`src/rtl/lpdma_pkg.sv`:
```
package lpdma_pkg;

    localparam int PTR_W  = 32;
    localparam int CNT_W  = 16;
    localparam int LINK_W = 4;

    // control word bit positions
    localparam int CW_LINK_LSB = 16;
    localparam int CW_TCIE     = 24;
    localparam int CW_DUMMY    = 25;

    // descriptor field codes
    localparam logic [1:0] FLD_SRC = 2'd0;
    localparam logic [1:0] FLD_DST = 2'd1;
    localparam logic [1:0] FLD_CTL = 2'd2;

    // control-space field codes
    localparam logic [1:0] CMD_RUN  = 2'd0;
    localparam logic [1:0] CMD_TRIG = 2'd1;
    localparam logic [1:0] CMD_CLR  = 2'd2;

    typedef struct packed {
        logic [PTR_W-1:0]  src;
        logic [PTR_W-1:0]  dst;
        logic [CNT_W-1:0]  cnt;
        logic [LINK_W-1:0] link;
        logic              tcie;
        logic              dummy;
    } pset_t;

    typedef enum logic [1:0] {ST_IDLE, ST_RD, ST_WR} eng_st_t;

    function automatic pset_t null_pset();
        pset_t p;
        p = '0;
        return p;
    endfunction

    function automatic logic [31:0] ctl_word(pset_t p);
        logic [31:0] w;
        w = '0;
        w[CNT_W-1:0] = p.cnt;
        w[CW_LINK_LSB +: LINK_W] = p.link;
        w[CW_TCIE] = p.tcie;
        w[CW_DUMMY] = p.dummy;
        return w;
    endfunction

endpackage

```
`src/rtl/lpdma_pset_ram.sv`:
```
module lpdma_pset_ram
    import lpdma_pkg::*;
#(
    parameter int NSETS = 16,
    parameter int IDX_W = $clog2(NSETS)
) (
    input  logic              clk,
    input  logic              rst_n,
    input  logic              cfg_we,
    input  logic [IDX_W-1:0]  cfg_idx,
    input  logic [1:0]        cfg_fld,
    input  logic [31:0]       cfg_wdata,
    input  logic              busy,
    input  logic              eng_we,
    input  pset_t             eng_val,
    output pset_t             set0,
    output pset_t             link_set,
    output pset_t             rd_set
);

    localparam int NULL_IDX = NSETS - 1;
    localparam logic [IDX_W-1:0] NULL_SEL = IDX_W'(NULL_IDX);

    pset_t ps_q [NSETS-1];
    pset_t ps_d [NSETS-1];

    logic [IDX_W-1:0] lk;
    logic             cfg_ok;
    logic             unused_bits;

    assign unused_bits = ^{cfg_wdata[31:CW_DUMMY+1],
                           cfg_wdata[CW_TCIE-1:CW_LINK_LSB+LINK_W]};

    function automatic pset_t put_field(pset_t p, logic [1:0] f, logic [31:0] w);
        pset_t r;
        r = p;
        case (f)
            FLD_SRC: r.src = w;
            FLD_DST: r.dst = w;
            FLD_CTL: begin
                r.cnt   = w[CNT_W-1:0];
                r.link  = w[CW_LINK_LSB +: LINK_W];
                r.tcie  = w[CW_TCIE];
                r.dummy = w[CW_DUMMY];
            end
            default: r = p;
        endcase
        return r;
    endfunction

    // software may not touch the null slot, nor slot 0 while a move runs
    assign cfg_ok = cfg_we && (cfg_idx < NULL_SEL)
                    && !((cfg_idx == '0) && (busy || eng_we));

    always_comb begin
        for (int i = 0; i < NSETS - 1; i++) ps_d[i] = ps_q[i];
        if (cfg_ok) ps_d[cfg_idx] = put_field(ps_q[cfg_idx], cfg_fld, cfg_wdata);
        if (eng_we) ps_d[0] = eng_val;
    end

    for (genvar g = 0; g < NSETS - 1; g++) begin : g_slot
        always_ff @(posedge clk or negedge rst_n) begin
            if (!rst_n) ps_q[g] <= null_pset();
            else        ps_q[g] <= ps_d[g];
        end
    end

    assign lk       = set0.link[IDX_W-1:0];
    assign set0     = ps_q[0];
    assign link_set = (lk >= NULL_SEL) ? null_pset() : ps_q[lk];
    assign rd_set   = (cfg_idx >= NULL_SEL) ? null_pset() : ps_q[cfg_idx];

    AST_SLOT0_LOCKED: assert property (@(posedge clk) disable iff (!rst_n)
        (busy && !eng_we) |=> $stable(ps_q[0]));

endmodule

```
`src/rtl/lpdma_engine.sv`:
```
module lpdma_engine
    import lpdma_pkg::*;
#(
    parameter int STEP = 4
) (
    input  logic        clk,
    input  logic        rst_n,
    input  logic        run,
    input  logic        evt,
    input  logic        clr,
    input  pset_t       set0,
    input  pset_t       link_set,
    output logic        eng_we,
    output pset_t       eng_val,
    output logic        busy,
    output logic        mem_req,
    output logic        mem_we,
    output logic [31:0] mem_addr,
    output logic [31:0] mem_wdata,
    input  logic        mem_ack,
    input  logic [31:0] mem_rdata,
    output logic        irq,
    output logic        missed,
    output logic        pend
);

    typedef struct packed {
        eng_st_t     st;
        logic [31:0] data;
        logic        pend;
        logic        missed;
        logic        irq;
    } eng_s;

    eng_s q, d;
    logic evt_g;
    logic serve;

    always_comb begin
        d       = q;
        d.irq   = 1'b0;
        eng_we  = 1'b0;
        eng_val = set0;
        evt_g   = evt && run;
        serve   = 1'b0;
        case (q.st)
            ST_IDLE: begin
                if (run) begin
                    if (q.pend) begin
                        serve  = 1'b1;
                        d.pend = evt_g;
                    end else if (evt_g) begin
                        serve = 1'b1;
                    end
                end
                if (serve) begin
                    if (set0.cnt != '0)   d.st = ST_RD;
                    else if (!set0.dummy) d.missed = 1'b1;
                end
            end
            ST_RD: begin
                if (evt_g) begin
                    if (q.pend) d.missed = 1'b1;
                    else        d.pend = 1'b1;
                end
                if (mem_ack) begin
                    d.data = mem_rdata;
                    d.st   = ST_WR;
                end
            end
            ST_WR: begin
                if (evt_g) begin
                    if (q.pend) d.missed = 1'b1;
                    else        d.pend = 1'b1;
                end
                if (mem_ack) begin
                    eng_we = 1'b1;
                    if (set0.cnt == CNT_W'(1)) begin
                        eng_val = link_set;
                        d.irq   = set0.tcie;
                    end else begin
                        eng_val.src = set0.src + PTR_W'(STEP);
                        eng_val.dst = set0.dst + PTR_W'(STEP);
                        eng_val.cnt = set0.cnt - CNT_W'(1);
                    end
                    d.st = ST_IDLE;
                end
            end
            default: d.st = ST_IDLE;
        endcase
        if (clr) begin
            d.missed = 1'b0;
            d.pend   = 1'b0;
        end
    end

    always_ff @(posedge clk or negedge rst_n) begin
        if (!rst_n) q <= '{st: ST_IDLE, data: '0, pend: 1'b0, missed: 1'b0, irq: 1'b0};
        else        q <= d;
    end

    assign busy      = (q.st != ST_IDLE);
    assign mem_req   = busy;
    assign mem_we    = (q.st == ST_WR);
    assign mem_addr  = mem_we ? set0.dst : set0.src;
    assign mem_wdata = q.data;
    assign irq       = q.irq;
    assign missed    = q.missed;
    assign pend      = q.pend;

    AST_REQ_HELD: assert property (@(posedge clk) disable iff (!rst_n)
        (mem_req && !mem_ack) |=> (mem_req && $stable(mem_we) && $stable(mem_addr)));
    AST_WRITE_AFTER_READ: assert property (@(posedge clk) disable iff (!rst_n)
        $rose(mem_we) |-> $past(mem_req && !mem_we && mem_ack));
    AST_IRQ_PULSE: assert property (@(posedge clk) disable iff (!rst_n)
        irq |=> !irq);
    AST_IRQ_AFTER_WRITE: assert property (@(posedge clk) disable iff (!rst_n)
        irq |-> $past(mem_req && mem_we && mem_ack));
    AST_NULL_IDLE: assert property (@(posedge clk) disable iff (!rst_n)
        (q.st == ST_IDLE && set0.cnt == '0) |=> !mem_req);
    AST_DUMMY_SILENT: assert property (@(posedge clk) disable iff (!rst_n)
        (q.st == ST_IDLE && set0.cnt == '0 && set0.dummy && !missed) |=> !missed);
    AST_MISSED_STICKY: assert property (@(posedge clk) disable iff (!rst_n)
        (missed && !clr) |=> missed);
    AST_STOPPED_QUIET: assert property (@(posedge clk) disable iff (!rst_n)
        (!run && q.st == ST_IDLE) |=> !mem_req);

endmodule

```
`src/rtl/lpdma_cfg.sv`:
```
module lpdma_cfg
    import lpdma_pkg::*;
#(
    parameter int IDX_W = 4,
    parameter int ADR_W = IDX_W + 3
) (
    input  logic             clk,
    input  logic             rst_n,
    input  logic             cfg_we,
    input  logic [ADR_W-1:0] cfg_addr,
    input  logic [31:0]      cfg_wdata,
    input  pset_t            rd_set,
    input  logic             missed,
    input  logic             pend,
    output logic             ram_we,
    output logic [IDX_W-1:0] ram_idx,
    output logic [1:0]       ram_fld,
    output logic             trig,
    output logic             clr,
    output logic             run,
    output logic [31:0]      cfg_rdata
);

    typedef struct packed {
        logic run;
    } cfg_s;

    cfg_s q, d;
    logic ctl_space;
    logic unused_bits;

    assign unused_bits = ^cfg_wdata[31:1];
    assign ctl_space = cfg_addr[ADR_W-1];
    assign ram_idx   = cfg_addr[IDX_W+1:2];
    assign ram_fld   = cfg_addr[1:0];
    assign ram_we    = cfg_we && !ctl_space;
    assign trig      = cfg_we && ctl_space && (ram_fld == CMD_TRIG) && cfg_wdata[0];
    assign clr       = cfg_we && ctl_space && (ram_fld == CMD_CLR);

    always_comb begin
        d = q;
        if (cfg_we && ctl_space && ram_fld == CMD_RUN) d.run = cfg_wdata[0];
    end

    always_ff @(posedge clk or negedge rst_n) begin
        if (!rst_n) q <= '{run: 1'b0};
        else        q <= d;
    end

    assign run = q.run;

    always_comb begin
        cfg_rdata = '0;
        if (ctl_space) begin
            cfg_rdata[2:0] = {pend, q.run, missed};
        end else begin
            case (ram_fld)
                FLD_SRC: cfg_rdata = rd_set.src;
                FLD_DST: cfg_rdata = rd_set.dst;
                FLD_CTL: cfg_rdata = ctl_word(rd_set);
                default: cfg_rdata = '0;
            endcase
        end
    end

endmodule

```
`src/rtl/lpdma_chan.sv`:
```
module lpdma_chan
    import lpdma_pkg::*;
#(
    parameter int NSETS = 16,
    parameter int STEP  = 4,
    localparam int IDX_W = $clog2(NSETS),
    localparam int ADR_W = IDX_W + 3
) (
    input  logic             clk,
    input  logic             rst_n,
    input  logic             sync_evt,
    input  logic             cfg_we,
    input  logic [ADR_W-1:0] cfg_addr,
    input  logic [31:0]      cfg_wdata,
    output logic [31:0]      cfg_rdata,
    output logic             mem_req,
    output logic             mem_we,
    output logic [31:0]      mem_addr,
    output logic [31:0]      mem_wdata,
    input  logic             mem_ack,
    input  logic [31:0]      mem_rdata,
    output logic             irq_tc,
    output logic             err_missed
);

    pset_t            set0, link_set, rd_set, eng_val;
    logic             eng_we, busy, run, trig, clr, pend;
    logic             ram_we;
    logic [IDX_W-1:0] ram_idx;
    logic [1:0]       ram_fld;

    lpdma_cfg #(.IDX_W(IDX_W), .ADR_W(ADR_W)) u_cfg (
        .clk(clk), .rst_n(rst_n), .cfg_we(cfg_we), .cfg_addr(cfg_addr),
        .cfg_wdata(cfg_wdata), .rd_set(rd_set), .missed(err_missed), .pend(pend),
        .ram_we(ram_we), .ram_idx(ram_idx), .ram_fld(ram_fld), .trig(trig),
        .clr(clr), .run(run), .cfg_rdata(cfg_rdata)
    );

    lpdma_pset_ram #(.NSETS(NSETS), .IDX_W(IDX_W)) u_ram (
        .clk(clk), .rst_n(rst_n), .cfg_we(ram_we), .cfg_idx(ram_idx),
        .cfg_fld(ram_fld), .cfg_wdata(cfg_wdata), .busy(busy), .eng_we(eng_we),
        .eng_val(eng_val), .set0(set0), .link_set(link_set), .rd_set(rd_set)
    );

    lpdma_engine #(.STEP(STEP)) u_eng (
        .clk(clk), .rst_n(rst_n), .run(run), .evt(sync_evt || trig), .clr(clr),
        .set0(set0), .link_set(link_set), .eng_we(eng_we), .eng_val(eng_val),
        .busy(busy), .mem_req(mem_req), .mem_we(mem_we), .mem_addr(mem_addr),
        .mem_wdata(mem_wdata), .mem_ack(mem_ack), .mem_rdata(mem_rdata),
        .irq(irq_tc), .missed(err_missed), .pend(pend)
    );

endmodule

```
`config.mk`:
```
export PLATFORM = sky130hd
export DESIGN_NAME = lpdma_chan
export DESIGN_NICKNAME = d
export VERILOG_FILES = /design/src/rtl/lpdma_pkg.sv /design/src/rtl/lpdma_pset_ram.sv /design/src/rtl/lpdma_engine.sv /design/src/rtl/lpdma_cfg.sv /design/src/rtl/lpdma_chan.sv
export SDC_FILE = /design/constraint.sdc
export NUM_CORES = 2
export LEC_CHECK = 0
export BUFFER_PORTS_ARGS = -buffer_cell sky130_fd_sc_hd__buf_4
export CORE_MARGIN = 3
export CORE_UTILIZATION = 57
export DETAILED_ROUTE_END_ITERATION = 8
export PLACE_DENSITY = 0.8
export SYNTH_ARGS = -nofsm -noshare
export SYNTH_HDL_FRONTEND = slang
export SYNTH_SLANG_ARGS = --single-unit
```
`constraint.sdc`:
```
create_clock -name clk -period 2.7 [get_ports clk]
set_input_delay 0.135 -clock clk [delete_from_list [all_inputs] [get_ports clk]]
set_output_delay 0.135 -clock clk [all_outputs]
set_load 0.01 [all_outputs]
```
==> impl_metrics.tcl <==
set metrics [dict create \
    cts_tree "done" \
    max_freq_mhz 330 \
    cp.arrival_ns 2.90 \
    cp_slowest_stage_delay_ns 0.60 \
    fin_nets 6952 \
    wirelength_um 263000 \
    p_leak_nw 36.9 \
    period_share_pct 112 \
    root_buffer "clkbuf_16" \
    avgSynthCellArea_um2 11.1 \
    setup_viol 31 \
    numPortBuffers 175 \
    timing.final.ws_setup_ns -0.331 \
    die_height_um 362 \
    syn_to_final_growth_pct 18.4 \
    first_global_vias 62492 \
    synthDominantCellAreaShare_pct 46.0 \
    hpwl_um 163000 \
    finalHoldViolations 0 \
    drc_errors 0 \
    worst_pin_slew_ns 1.31 \
    synthCells 6530 \
    synthTopCellsByArea "dfrtp_1 46%, mux4_2 17%, o21ai_0 6.8%, mux2_2 6.1%, nand2_1 5.8%" \
    path_cells "mux4_2 -> mux4_2 -> a22oi_2 -> o31ai_2 -> buf_4 -> buf_6" \
    ctsHtreeMaxLevel 4 \
    boundaryPins 176 \
    worst-setup-path-type "reg -> out" \
    wl_per_cell_um 30.4 \
    antenna_found_initial 19 \
    worst_hold_slack_ns 0.0783 \
    synth_edf_count 0 \
    async_reset_ff_share_pct 100 \
    final_cell_area_um2 85500 \
    drive_above_1_share_pct 30.9 \
    finClkSkew_ns 0.0272 \
    clkTransAtPathRegs_ns 0.06 \
    track_usage_pct 39.4 \
    cts_buffers 143 \
    synth_common_cells "1328 x dfrtp_1, 1120 x nand2_1, 984 x o21ai_0" \
    worstSkewPairLatency_ns 0.79 \
    num_vias 62638 \
    relSlewSlack_pct 12.3 \
    cpMostUsedCell "mux4_2" \
    synth_most_common_cell "dfrtp_1" \
    post-route-util_pct 68.5 \
    synth_warnings 0 \
    postPlaceCellArea_um2 78200 \
    rsz0062_at_grt "true" \
    clock_sinks 1328 \
    required_ns 2.57 \
    first_iter_violations 10016 \
    seq_area_frac_synth_pct 46.0 \
    vias_per_cell 7.26 \
    ir_worst_vdd_v 0.000721 \
    crit_family "multiplexers" \
    maxCapViolations 0 \
    drt_pre_antenna_iters 9 \
    drv_slew 0 \
    power_density_nw_per_um2 768 \
    grt_pass1_wl_um 389000 \
    core_um2 125000 \
    cp_max_fo 2 \
    violations "negative setup slack" \
    cp.buffers_inverters 2 \
    start_util_pct 57.9 \
    clock_path_buffers 3 \
    min_path_type "in -> reg" \
    gp_congestion 0.986 \
    ant_nets 0 \
    grt_max_degree 145 \
    slowest_stage "mux4_2" \
    yosysUniqueCellTypes 75 \
    yosysTopAreaCell "dfrtp_1" \
    die_x_um 362 \
    gr-total-overflow 0 \
    fp-row-count 129 \
    finalCriticalPeriod_ns 3.03 \
    syn-cell-area_um2 72200 \
    outcome "finished with violations" \
    die_area_um2 131000 \
    syn-num-nets 6614 \
    synth-seq-cells 1328 \
    start_kind "flop" \
    endpoint_kind "output port" \
    synth_top_flop_cell "dfrtp_1" \
]
## registers in the layout (all words and copies together), names as in the netlist
| name | count |
|---|---|
| u_ram.ps_q | 1204 |
| u_ram.set0 | 82 |
| u_eng.mem_wdata | 32 |
| u_ram.lk | 4 |
| u_eng.q | 2 |
| u_cfg.run | 1 |
| u_eng.irq | 1 |
| u_eng.missed | 1 |
| u_eng.pend | 1 |
## worst register-to-register path, stage by stage (launching register included)
cell and delay (ns):
dfrtp_4 0.41, buf_4 0.20, buf_16 0.36, and2_1 0.33, buf_4 0.28, a31o_2 0.27
nor2_4 0.08, buf_12 0.21, a22oi_1 0.37, o21ai_0 0.15
## cell usage in the layout (no fill, tap or decap), types with 33 or more instances in the layout
master,n
buf_6,34
mux4_2,532
a22oi_1,43
dlygate4sd3_1,69
o211ai_1,63
a221oi_1,33
nand3_1,33
a22o_1,55
mux2_2,384
clkbuf_16,147
dfrtp_2,33
nor3_1,35
nor2_1,213
dfrtp_1,1291
o21ai_1,46
o21ai_0,966
buf_4,632
nand2_1,1085
mux2i_1,265
a21oi_1,218
buf_12,132
inv_1,42
## per-layer routing
metal / wire length (µm) / GRT usage, %
met1: 88400 / 48.8
met2: 115000 / 57.6
met3: 39400 / 15.3
met4: 19800 / 26.2
met5: 360 / 1.05
## repair_timing
item | 4_1_cts | 5_1_grt
pin swaps | 33 | 24
gates cloned | 1 | 1
hold buffers | 70 | 0
hold endpoints to repair | 2058 | 0
setup endpoints to repair | 48 | 72
gates resized for setup | 119 | 112
setup buffers | 90 | 36
## report_power, final
part / total, mW / switching, mW / internal [mW]
sequential: 26.6 / 3.10 / 23.5
clock: 20.2 / 8.57 / 11.6
combinational: 18.9 / 10.2 / 8.72
## layout make-up
type / count / area (µm²)
Antenna cell: 13 / 32.5
Clock buffer: 207 / 4180
Clock inverter: 53 / 581
Fill cell: 8155 / 39300
Inverter: 43 / 163
Multi-Input combinational cell: 4472 / 36400
Sequential cell: 1328 / 33300
Tap cell: 1637 / 2050
Timing Repair Buffer: 880 / 8770
## cell families after synthesis
logic type               Yosys count  synth area share [%]
buffers and inverters            730                  4.65
XOR/XNOR                          22                 0.267
AO/OA/AOI/OAI                   1684                  13.5
flip-flops                      1328                  46.0
AND/OR/NAND/NOR                 1553                  8.76
adder cells (fa/ha/maj)            9                 0.153
multiplexers                    1204                  26.6
## path summary, 6_finish.rpt
path                                                  start                          end  slack, ns  cells after the start
worst max-delay path                u_ram.lk[3]$_DFFE_PN0P_                cfg_rdata[19]      -0.33                      6
max in group asynchronous                             rst_n   u_ram.set0[83]$_DFFE_PN0P_       1.65                      3
min in group asynchronous                             rst_n   u_ram.ps_q[69]$_DFFE_PN0P_       0.15                      3
worst max register to register      u_ram.lk[3]$_DFFE_PN0P_   u_ram.set0[21]$_DFFE_PN0P_      -0.10                      9
worst min register to register  u_ram.ps_q[997]$_DFFE_PN0P_  u_ram.ps_q[997]$_DFFE_PN0P_       0.49                      2
worst min-delay path                            cfg_addr[4]  u_ram.ps_q[153]$_DFFE_PN0P_       0.08                      6
## through the flow
stage,TNS (ns),setup slack (ns),total power [mW],cells
6_report,-3.79,-0.331,65.6,8633
5_1_grt,-4.65,-0.355,67.7,8621
4_1_cts,-4.12,-0.346,64.3,8586
3_5_place_dp,-0.119,-0.0997,43.6,8174
3_3_place_gp,-0.105,-0.105,42.7,8174
2_1_floorplan,0,0.128,36.5,6530
Note: power is estimated with default switching activity, not from simulation.
